[src/rtl/mem_io_store_pkg.sv]
package mem_io_store_pkg;

    localparam int DIGITS = 10;

    // Seven-segment pattern, bit 0 = segment a ... bit 6 = segment g.
    function automatic logic [7:0] seg_pattern(input logic [3:0] digit);
        logic [7:0] p;
        case (digit)
            4'd0:    p = 8'h3F;
            4'd1:    p = 8'h06;
            4'd2:    p = 8'h5B;
            4'd3:    p = 8'h4F;
            4'd4:    p = 8'h66;
            4'd5:    p = 8'h6D;
            4'd6:    p = 8'h7D;
            4'd7:    p = 8'h07;
            4'd8:    p = 8'h7F;
            4'd9:    p = 8'h6F;
            default: p = 8'h00;
        endcase
        return p;
    endfunction

endpackage

[src/rtl/gp_ram.sv]
module gp_ram #(
    parameter int WORDS  = 14,
    parameter int DATA_W = 8,
    parameter int ADDR_W = 5
) (
    input  logic                         clk,
    input  logic                         rst,
    input  logic                         wr_en,
    input  logic [ADDR_W-1:0]            addr,
    input  logic [DATA_W-1:0]            wr_data,
    input  logic                         load_en,
    input  logic [WORDS-1:0][DATA_W-1:0] load_words,
    output logic [WORDS-1:0][DATA_W-1:0] words
);

    localparam logic [ADDR_W-1:0] LIMIT = ADDR_W'(WORDS);

    typedef struct packed {
        logic [WORDS-1:0][DATA_W-1:0] mem;
    } ram_st_t;

    ram_st_t st_d, st_q;

    always_comb begin
        st_d = st_q;
        if (load_en) begin
            st_d.mem = load_words;
        end else if (wr_en && (addr < LIMIT)) begin
            for (int k = 0; k < WORDS; k++) begin
                if (addr == ADDR_W'(k)) begin
                    st_d.mem[k] = wr_data;
                end
            end
        end
    end

    always_ff @(posedge clk) begin
        if (rst) begin
            st_q <= '0;
        end else begin
            st_q <= st_d;
        end
    end

    assign words = st_q.mem;

    p_write_lands_r1: assert property (@(posedge clk) disable iff (rst)
        (wr_en && !load_en && (addr < LIMIT)) |=> (words[$past(addr)] == $past(wr_data)));

    p_load_wins_r9: assert property (@(posedge clk) disable iff (rst)
        load_en |=> (words == $past(load_words)));

    p_reset_clears_r8: assert property (@(posedge clk) disable iff (rst)
        $past(rst) |-> (words == '0));

endmodule

[src/rtl/io_port.sv]
module io_port #(
    parameter int DATA_W = 8
) (
    input  logic              clk,
    input  logic              rst,
    input  logic              sel_wr,
    input  logic [DATA_W-2:0] wr_bits,
    input  logic              load_en,
    input  logic [DATA_W-2:0] load_bits,
    output logic [DATA_W-2:0] out_bits
);

    typedef struct packed {
        logic [DATA_W-2:0] outs;
    } io_st_t;

    io_st_t st_d, st_q;

    always_comb begin
        st_d = st_q;
        if (load_en) begin
            st_d.outs = load_bits;
        end else if (sel_wr) begin
            st_d.outs = wr_bits;
        end
    end

    always_ff @(posedge clk) begin
        if (rst) begin
            st_q <= '0;
        end else begin
            st_q <= st_d;
        end
    end

    assign out_bits = st_q.outs;

    p_io_hold_r11: assert property (@(posedge clk) disable iff (rst)
        (!sel_wr && !load_en) |=> $stable(out_bits));

    p_io_reset_r8: assert property (@(posedge clk) disable iff (rst)
        $past(rst) |-> (out_bits == '0));

endmodule

[src/rtl/const_rom.sv]
module const_rom #(
    parameter int DATA_W   = 8,
    parameter int ADDR_W   = 5,
    parameter int PTR_ADDR = 15
) (
    input  logic [ADDR_W-1:0] addr,
    output logic [DATA_W-1:0] data
);
    import mem_io_store_pkg::*;

    localparam logic [ADDR_W-1:0] PTR_A  = ADDR_W'(PTR_ADDR);
    localparam logic [ADDR_W-1:0] SEG_A  = ADDR_W'(PTR_ADDR + 1);
    localparam logic [ADDR_W-1:0] GAP_A  = ADDR_W'(PTR_ADDR + 1 + DIGITS);

    always_comb begin
        if (addr == PTR_A) begin
            data = DATA_W'(PTR_ADDR + 1);
        end else if ((addr >= SEG_A) && (addr < GAP_A)) begin
            data = DATA_W'(seg_pattern(4'(addr - SEG_A)));
        end else if (addr == GAP_A) begin
            data = '0;
        end else begin
            data = DATA_W'(1);
        end
    end

endmodule

[src/rtl/mem_io_store.sv]
module mem_io_store #(
    parameter int DATA_W    = 8,
    parameter int ADDR_W    = 5,
    parameter int RAM_WORDS = 14
) (
    input  logic                                     clk,
    input  logic                                     rst,
    input  logic [ADDR_W-1:0]                        addr,
    input  logic                                     wr_en,
    input  logic [DATA_W-1:0]                        wr_data,
    output logic [DATA_W-1:0]                        rd_data,
    input  logic                                     pin_in,
    output logic [DATA_W-2:0]                        pin_out,
    input  logic                                     scan_load,
    input  logic [RAM_WORDS*DATA_W+DATA_W-2:0]       scan_image_in,
    output logic [RAM_WORDS*DATA_W+DATA_W-2:0]       scan_image_out
);

    localparam int RAM_BITS = RAM_WORDS * DATA_W;
    localparam logic [ADDR_W-1:0] IO_A  = ADDR_W'(RAM_WORDS);
    localparam logic [ADDR_W-1:0] PTR_A = ADDR_W'(RAM_WORDS + 1);

    logic [RAM_WORDS-1:0][DATA_W-1:0] ram_words;
    logic [DATA_W-2:0]                io_bits;
    logic [DATA_W-1:0]                rom_data;
    logic                             io_wr;

    assign io_wr = wr_en && (addr == IO_A);

    gp_ram #(
        .WORDS (RAM_WORDS),
        .DATA_W(DATA_W),
        .ADDR_W(ADDR_W)
    ) u_ram (
        .clk       (clk),
        .rst       (rst),
        .wr_en     (wr_en),
        .addr      (addr),
        .wr_data   (wr_data),
        .load_en   (scan_load),
        .load_words(scan_image_in[RAM_BITS-1:0]),
        .words     (ram_words)
    );

    io_port #(
        .DATA_W(DATA_W)
    ) u_io (
        .clk      (clk),
        .rst      (rst),
        .sel_wr   (io_wr),
        .wr_bits  (wr_data[DATA_W-1:1]),
        .load_en  (scan_load),
        .load_bits(scan_image_in[RAM_BITS +: DATA_W-1]),
        .out_bits (io_bits)
    );

    const_rom #(
        .DATA_W  (DATA_W),
        .ADDR_W  (ADDR_W),
        .PTR_ADDR(RAM_WORDS + 1)
    ) u_rom (
        .addr(addr),
        .data(rom_data)
    );

    always_comb begin
        rd_data = rom_data;
        if (addr < IO_A) begin
            rd_data = ram_words[addr];
        end else if (addr == IO_A) begin
            rd_data = {io_bits, pin_in};
        end
    end

    assign pin_out        = io_bits;
    assign scan_image_out = {io_bits, ram_words};

    p_const_write_ignored_r7: assert property (@(posedge clk) disable iff (rst)
        (wr_en && !scan_load && (addr >= PTR_A)) |=> $stable(scan_image_out));

    p_const_stable_r4: assert property (@(posedge clk) disable iff (rst)
        ((addr >= PTR_A) && $past(addr) == addr && !$past(rst)) |-> (rd_data == $past(rd_data)));

endmodule

[config.mk]
export PLATFORM = sky130hd
export DESIGN_NAME = mem_io_store
export DESIGN_NICKNAME = d
export VERILOG_FILES = /design/src/rtl/mem_io_store_pkg.sv /design/src/rtl/gp_ram.sv /design/src/rtl/io_port.sv /design/src/rtl/const_rom.sv /design/src/rtl/mem_io_store.sv
export SDC_FILE = /design/constraint.sdc
export NUM_CORES = 1
export LEC_CHECK = 0
export CAP_MARGIN = 20
export CELL_PAD_IN_SITES_DETAIL_PLACEMENT = 1
export CELL_PAD_IN_SITES_GLOBAL_PLACEMENT = 2
export CORE_ASPECT_RATIO = 1.75
export CORE_MARGIN = 1
export CORE_UTILIZATION = 26
export CTS_CLUSTER_DIAMETER = 100
export DETAILED_ROUTE_END_ITERATION = 10
export PLACE_DENSITY_LB_ADDON = 0.1
export SETUP_SLACK_MARGIN = 0.3
export SLEW_MARGIN = 40
export SYNTH_ARGS = -nofsm -noshare
export SYNTH_HDL_FRONTEND = slang
export SYNTH_HIERARCHICAL = 1
export SYNTH_SLANG_ARGS = --single-unit
[constraint.sdc]
create_clock -name clk -period 1.8 [get_ports clk]
set_input_delay 0.27 -clock clk [delete_from_list [all_inputs] [get_ports clk]]
set_output_delay 0.27 -clock clk [all_outputs]
set_load 0.1 [all_outputs]
Word level (Yosys, flattened, before mapping)

Memories as Yosys holds them, arrays and structs flattened.
Index checks and enable logic that the tools add are counted.

Register bits after elaboration: 119
ROM bits: 112
Input port bits: 137
Output and inout bits: 134
Memories: 1

$add $sub $neg: 1
Order comparisons: 4
Eq/ne operators: 16
Mux-type cells: 25
Reductions and logical operators: 34

Memories:

| memory          | words | bits a word | rd ports | clocked after memory_dff | write ports | RTL line              | text |
|---|---|---|---|---|---|---|---|
| (no name shown) | 16    | 7           | 1        | 0                        | 0           | mem_io_store_pkg.sv:8 | `case (digit)` |

Operator list:

| operator            | count |
|---|---|
| $mux 112            | 2 |
| $mux 8              | 19 |
| $eq 5x4->1 const B  | 8 |
| $bmux 8 s4          | 1 |
| $reduce_bool 2->1   | 16 |
| $reduce_and 2->1    | 14 |
| $eq 5x3->1 const B  | 4 |
| $mux 7              | 2 |
| $eq 5x2->1 const B  | 2 |
| $lt 5x5->1 const B  | 2 |
| $eq 5x1->1 const B  | 1 |
| $eq 5x5->1 const B  | 1 |
| $ge 5x5->1 const B  | 1 |
| $logic_not 5->1     | 1 |
| $lt 5x4->1 const B  | 1 |
| $sub 4x1->4 const B | 1 |
| $logic_and 1x1->1   | 3 |
| $mux 1              | 1 |

Logic depth before layout (Yosys ltp)

Depth after elaboration: 6
Gate-level depth with buffers: 8

Modules after synthesis

Netlist, hierarchy kept.

Modules (own cells, without submodules):

| module       | times used | cells each | area each (um^2) | sequential area each (um^2) |
|---|---|---|---|---|
| gp_ram       | 1          | 667        | 5647.9           | 2242.2 |
| mem_io_store | 1          | 120        | 1228.7           | 0.0 |
| io_port      | 1          | 30         | 321.6            | 140.1 |
| const_rom    | 1          | 44         | 304.0            | 0.0 |

Least setup slack after synthesis

Ideal clock, no wire load.

Path kind: register to output
From: register u_ram.st_q (netlist bit u_ram/words[21])
To: output port rd_data[5]
Arrival: 3.855 ns
Required time: 1.530 ns
Slack: -2.325 ns
Cell stages (with the launch flop): 5
Buffers on the path: 0
Cell sequence: dfxtp_1 > mux4_2 > nor2b_4 > a211oi_2 > o311ai_1

Longest elaborated chain between the ends: 3

RTL lines:

| element                      | RTL line           | text |
|---|---|---|
| start: declaration           | gp_ram.sv:22       | `ram_st_t st_d, st_q;` |
| start signal: assignment     | gp_ram.sv:41       | `st_q <= st_d;` |
| $bmux 8 s4                   | mem_io_store.sv:69 | `rd_data = ram_words[addr];` |
| $mux 8 (implied by the code) | mem_io_store.sv:69 |  |
| $mux 8                       | mem_io_store.sv:68 | `if (addr < IO_A) begin` |
| end: declaration             | mem_io_store.sv:11 | `output logic [DATA_W-1:0] rd_data,` |

No other way between the ends. The select of a mux whose other input is x is not followed.

Worst setup path after layout

From: register u_ram.st_q (netlist bit u_ram/words[23])
To: output port rd_data[7]

Same word-level chain as after synthesis.

==> results_dict.tcl <==
set metrics [dict create \
    reg2reg_slack_ns 0.81 \
    cp-startpoint "u_ram/words[23]" \
    track_usage 0.291 \
    drive_gt1_frac 0.553 \
    finalHoldViolations 0 \
    grt_overflow 0 \
    peakVddDrop_uv 700 \
    end_kind "primary output" \
    grt_pass1_wl_um 61400 \
    crit_fanout 2 \
    hp-class "in2reg" \
    crit_required_ns 1.53 \
    static-leakage-power_nw 5.80 \
    total_power_mw 11.2 \
    avgRoutedWirePerCell_um 27.4 \
    rsz0062_at_grt "true" \
    die_y_um 227 \
    ioPinCount 271 \
    htree_levels 4 \
    crit_chain "mux4_2, a221oi_4, a32oi_4, buf_12" \
    firstDrtPassIters 5 \
    drc 0 \
    antenna_found_initial 0 \
    synth_top_area_cell "dfxtp_1" \
    seq_area_frac_synth 0.318 \
    finalWirelength_um 43900 \
    cp.arrival_ns 2.00 \
    design.die.area_um2 29600 \
    slew_violations 0 \
    power.density_nw_per_um2 751 \
    async_flop_share 0 \
    reg2reg_from "u_ram/words[12]" \
    syn_area_per_cell_um2 8.71 \
    synth_cell_types 52 \
    design_area_um2 15000 \
    post-place-ws_ns -0.643 \
    setup_ws_ns -0.468 \
    syn_area_um2 7500 \
    path_depth 4 \
    avgViaCountPerCell 5.67 \
    synthCells 861 \
    fin_crit_sh 1.26 \
    grt_max_degree 42 \
    die_width_um 130 \
    syn_to_final_growth_pct 99.3 \
    final.min_clock_period_ns 2.27 \
    start_kind "flop" \
    clkSinkCount 119 \
    nNetsFinal 1357 \
    finalHoldWorstSlack_ns 0.309 \
    crit_family "multiplexers" \
    ys.flop_type "dfxtp_1" \
    synth_edf_count 0 \
    report.final.setup_viol 8 \
    hold_buffers 0 \
    cts_buffers 17 \
    numPortBuffers 270 \
    vias 9074 \
    outcome "finished, violations left" \
    fmax_mhz 441 \
    rows 81 \
    maxCapViolations 0 \
    reg2regPathDepth 3 \
    cts.clk_slew.worst_paths_ns 0.07 \
    tns_ns -3.32 \
    crit_buf_inv 1 \
    synth.ff_latch_count 119 \
    crit_path_top_delay_cell "mux4_2" \
    drtAntennaViolNets 0 \
    cpPeakStageDelay_ns 0.59 \
    place_area_um2 12500 \
    path_class "reg2out" \
    syn-num-nets 1004 \
    violations "setup timing" \
    grt_pass1_vias 9401 \
    cts_root_buffer "clkbuf_16" \
    reg2reg_to "u_ram/words[12]" \
    clk_latency_ns 0.43 \
    gp_congestion 0.866 \
    slew_headroom 0.634 \
    cp-endpoint "rd_data[7]" \
    yosysWarnings 6 \
    worst_slew_pin_slew_ns 0.549 \
    dpl.hpwl_um 29600 \
    initial_core_util 0.266 \
    antennaDiodeCount 0 \
    core-area_um2 28200 \
    first_iter_violations 451 \
    cts_tree "done" \
    synth_top_area_share 0.318 \
    clock_skew_ns 0 \
    synthTopCellsByArea "dfxtp_1, a221oi_1, a31oi_1, o21ai_0, inv_1" \
    cts_buffer_depth 2 \
]
[metrics by stage]
stage | util | std cells
after floorplan | - | 861
after global placement | 0.443 | 1533
after detailed placement | 0.443 | 1533
after CTS | 0.485 | 1585
after global routing | 0.531 | 1600
final | 0.531 | 1600
[state kept, by name, indices dropped and copies added (netlist names)]
signal         cells
u_io/out_bits      7
u_ram/words      112
[how the worst min path moves through the flow]
stage / start / to / slack [ns] / cells after the start
floorplan: rst / u_io/out_bits[0] / 0.34 / 1
global placement: u_ram/words[90] / u_ram/words[90] / 0.49 / 2
detailed placement: u_ram/words[90] / u_ram/words[90] / 0.50 / 2
CTS: rst / u_ram/words[85] / 0.25 / 2
global route: rst / u_ram/words[86] / 0.31 / 2
finish: rst / u_ram/words[11] / 0.31 / 2
[synthesized netlist by cell type (3+ instances only)]
cell type,instances
nor2b_1,13
a221oi_2,27
o21ai_0,112
a211oi_1,7
a32oi_1,4
and2_1,4
a22oi_1,5
mux4_2,15
o22ai_1,8
o21a_1,4
buf_4,11
nor2_1,9
buf_6,14
buf_2,16
a31oi_1,112
clkbuf_1,68
a21oi_1,4
mux4_1,5
mux2i_1,27
dfxtp_1,119
inv_1,119
a221oi_1,91
ha_1,6
clkbuf_2,3
nand2_1,18
nand2b_1,7
[per-layer routing]
| layer | GRT usage | up-vias | wire length [um] |
|---|---|---|---|
| met1 | 0.317 | 4524 | 15700 |
| li1 | - | 4025 | - |
| met3 | 0.0415 | 112 | 2290 |
| met4 | 0.182 | 0 | 2980 |
| met5 | 0 | - | 0 |
| met2 | 0.521 | 413 | 22900 |
[placed cells by master (no fill, tap or decap), drive strengths merged, types with 3 or more instances in the layout]
cell type	instances
buf	315
clkdlybuf4s50	128
inv	125
dfxtp	119
a221oi	118
o21ai	114
a31oi	112
mux2i	27
mux4	20
clkbuf	20
nand2	18
nor2b	14
nor2	9
a211oi	8
o22ai	8
nand2b	7
ha	6
a22oi	5
a32oi	4
a21oi	4
o21a	4
and2	4
clkinv	3
clkinvlp	3
or2	3
nor4b	3
nand3	3
[cell families after synthesis]
kind of cell | Yosys count | share of synthesized area
AOI/OAI and AO/OA | 382 | 0.367
muxes | 47 | 0.0986
and+or+nand+nor | 72 | 0.0607
other | 1 | 0.000500
adders and majority gates | 6 | 0.0100
buffers and inverters | 234 | 0.145
DFF | 119 | 0.318
[report_power, final]
part	internal, mW	leakage, nW	switching, mW
logic	1.71	4.46	2.96
clock network	2.08	0.282	1.45
registers	2.80	1.05	0.237
[area by class of cell]
type                       instances  area, um^2
inverter                         119         447
fill                            3036       13200
tap                              373         467
clock inverter                    14         166
timing repair buffer             449        5210
sequential                       119        2770
clock buffer                      18         429
multi-input combinational        508        5470
[what timing repair did]
item / CTS / global route
pin swaps: 25 / 107
endpoints found under the hold margin: 0 / 0
cloned: 9 / 2
setup endpoints to repair: 131 / 56
setup buffers: 11 / 13
gates resized for setup: 109 / 163
No activity file was read; power rests on OpenSTA's default activity.
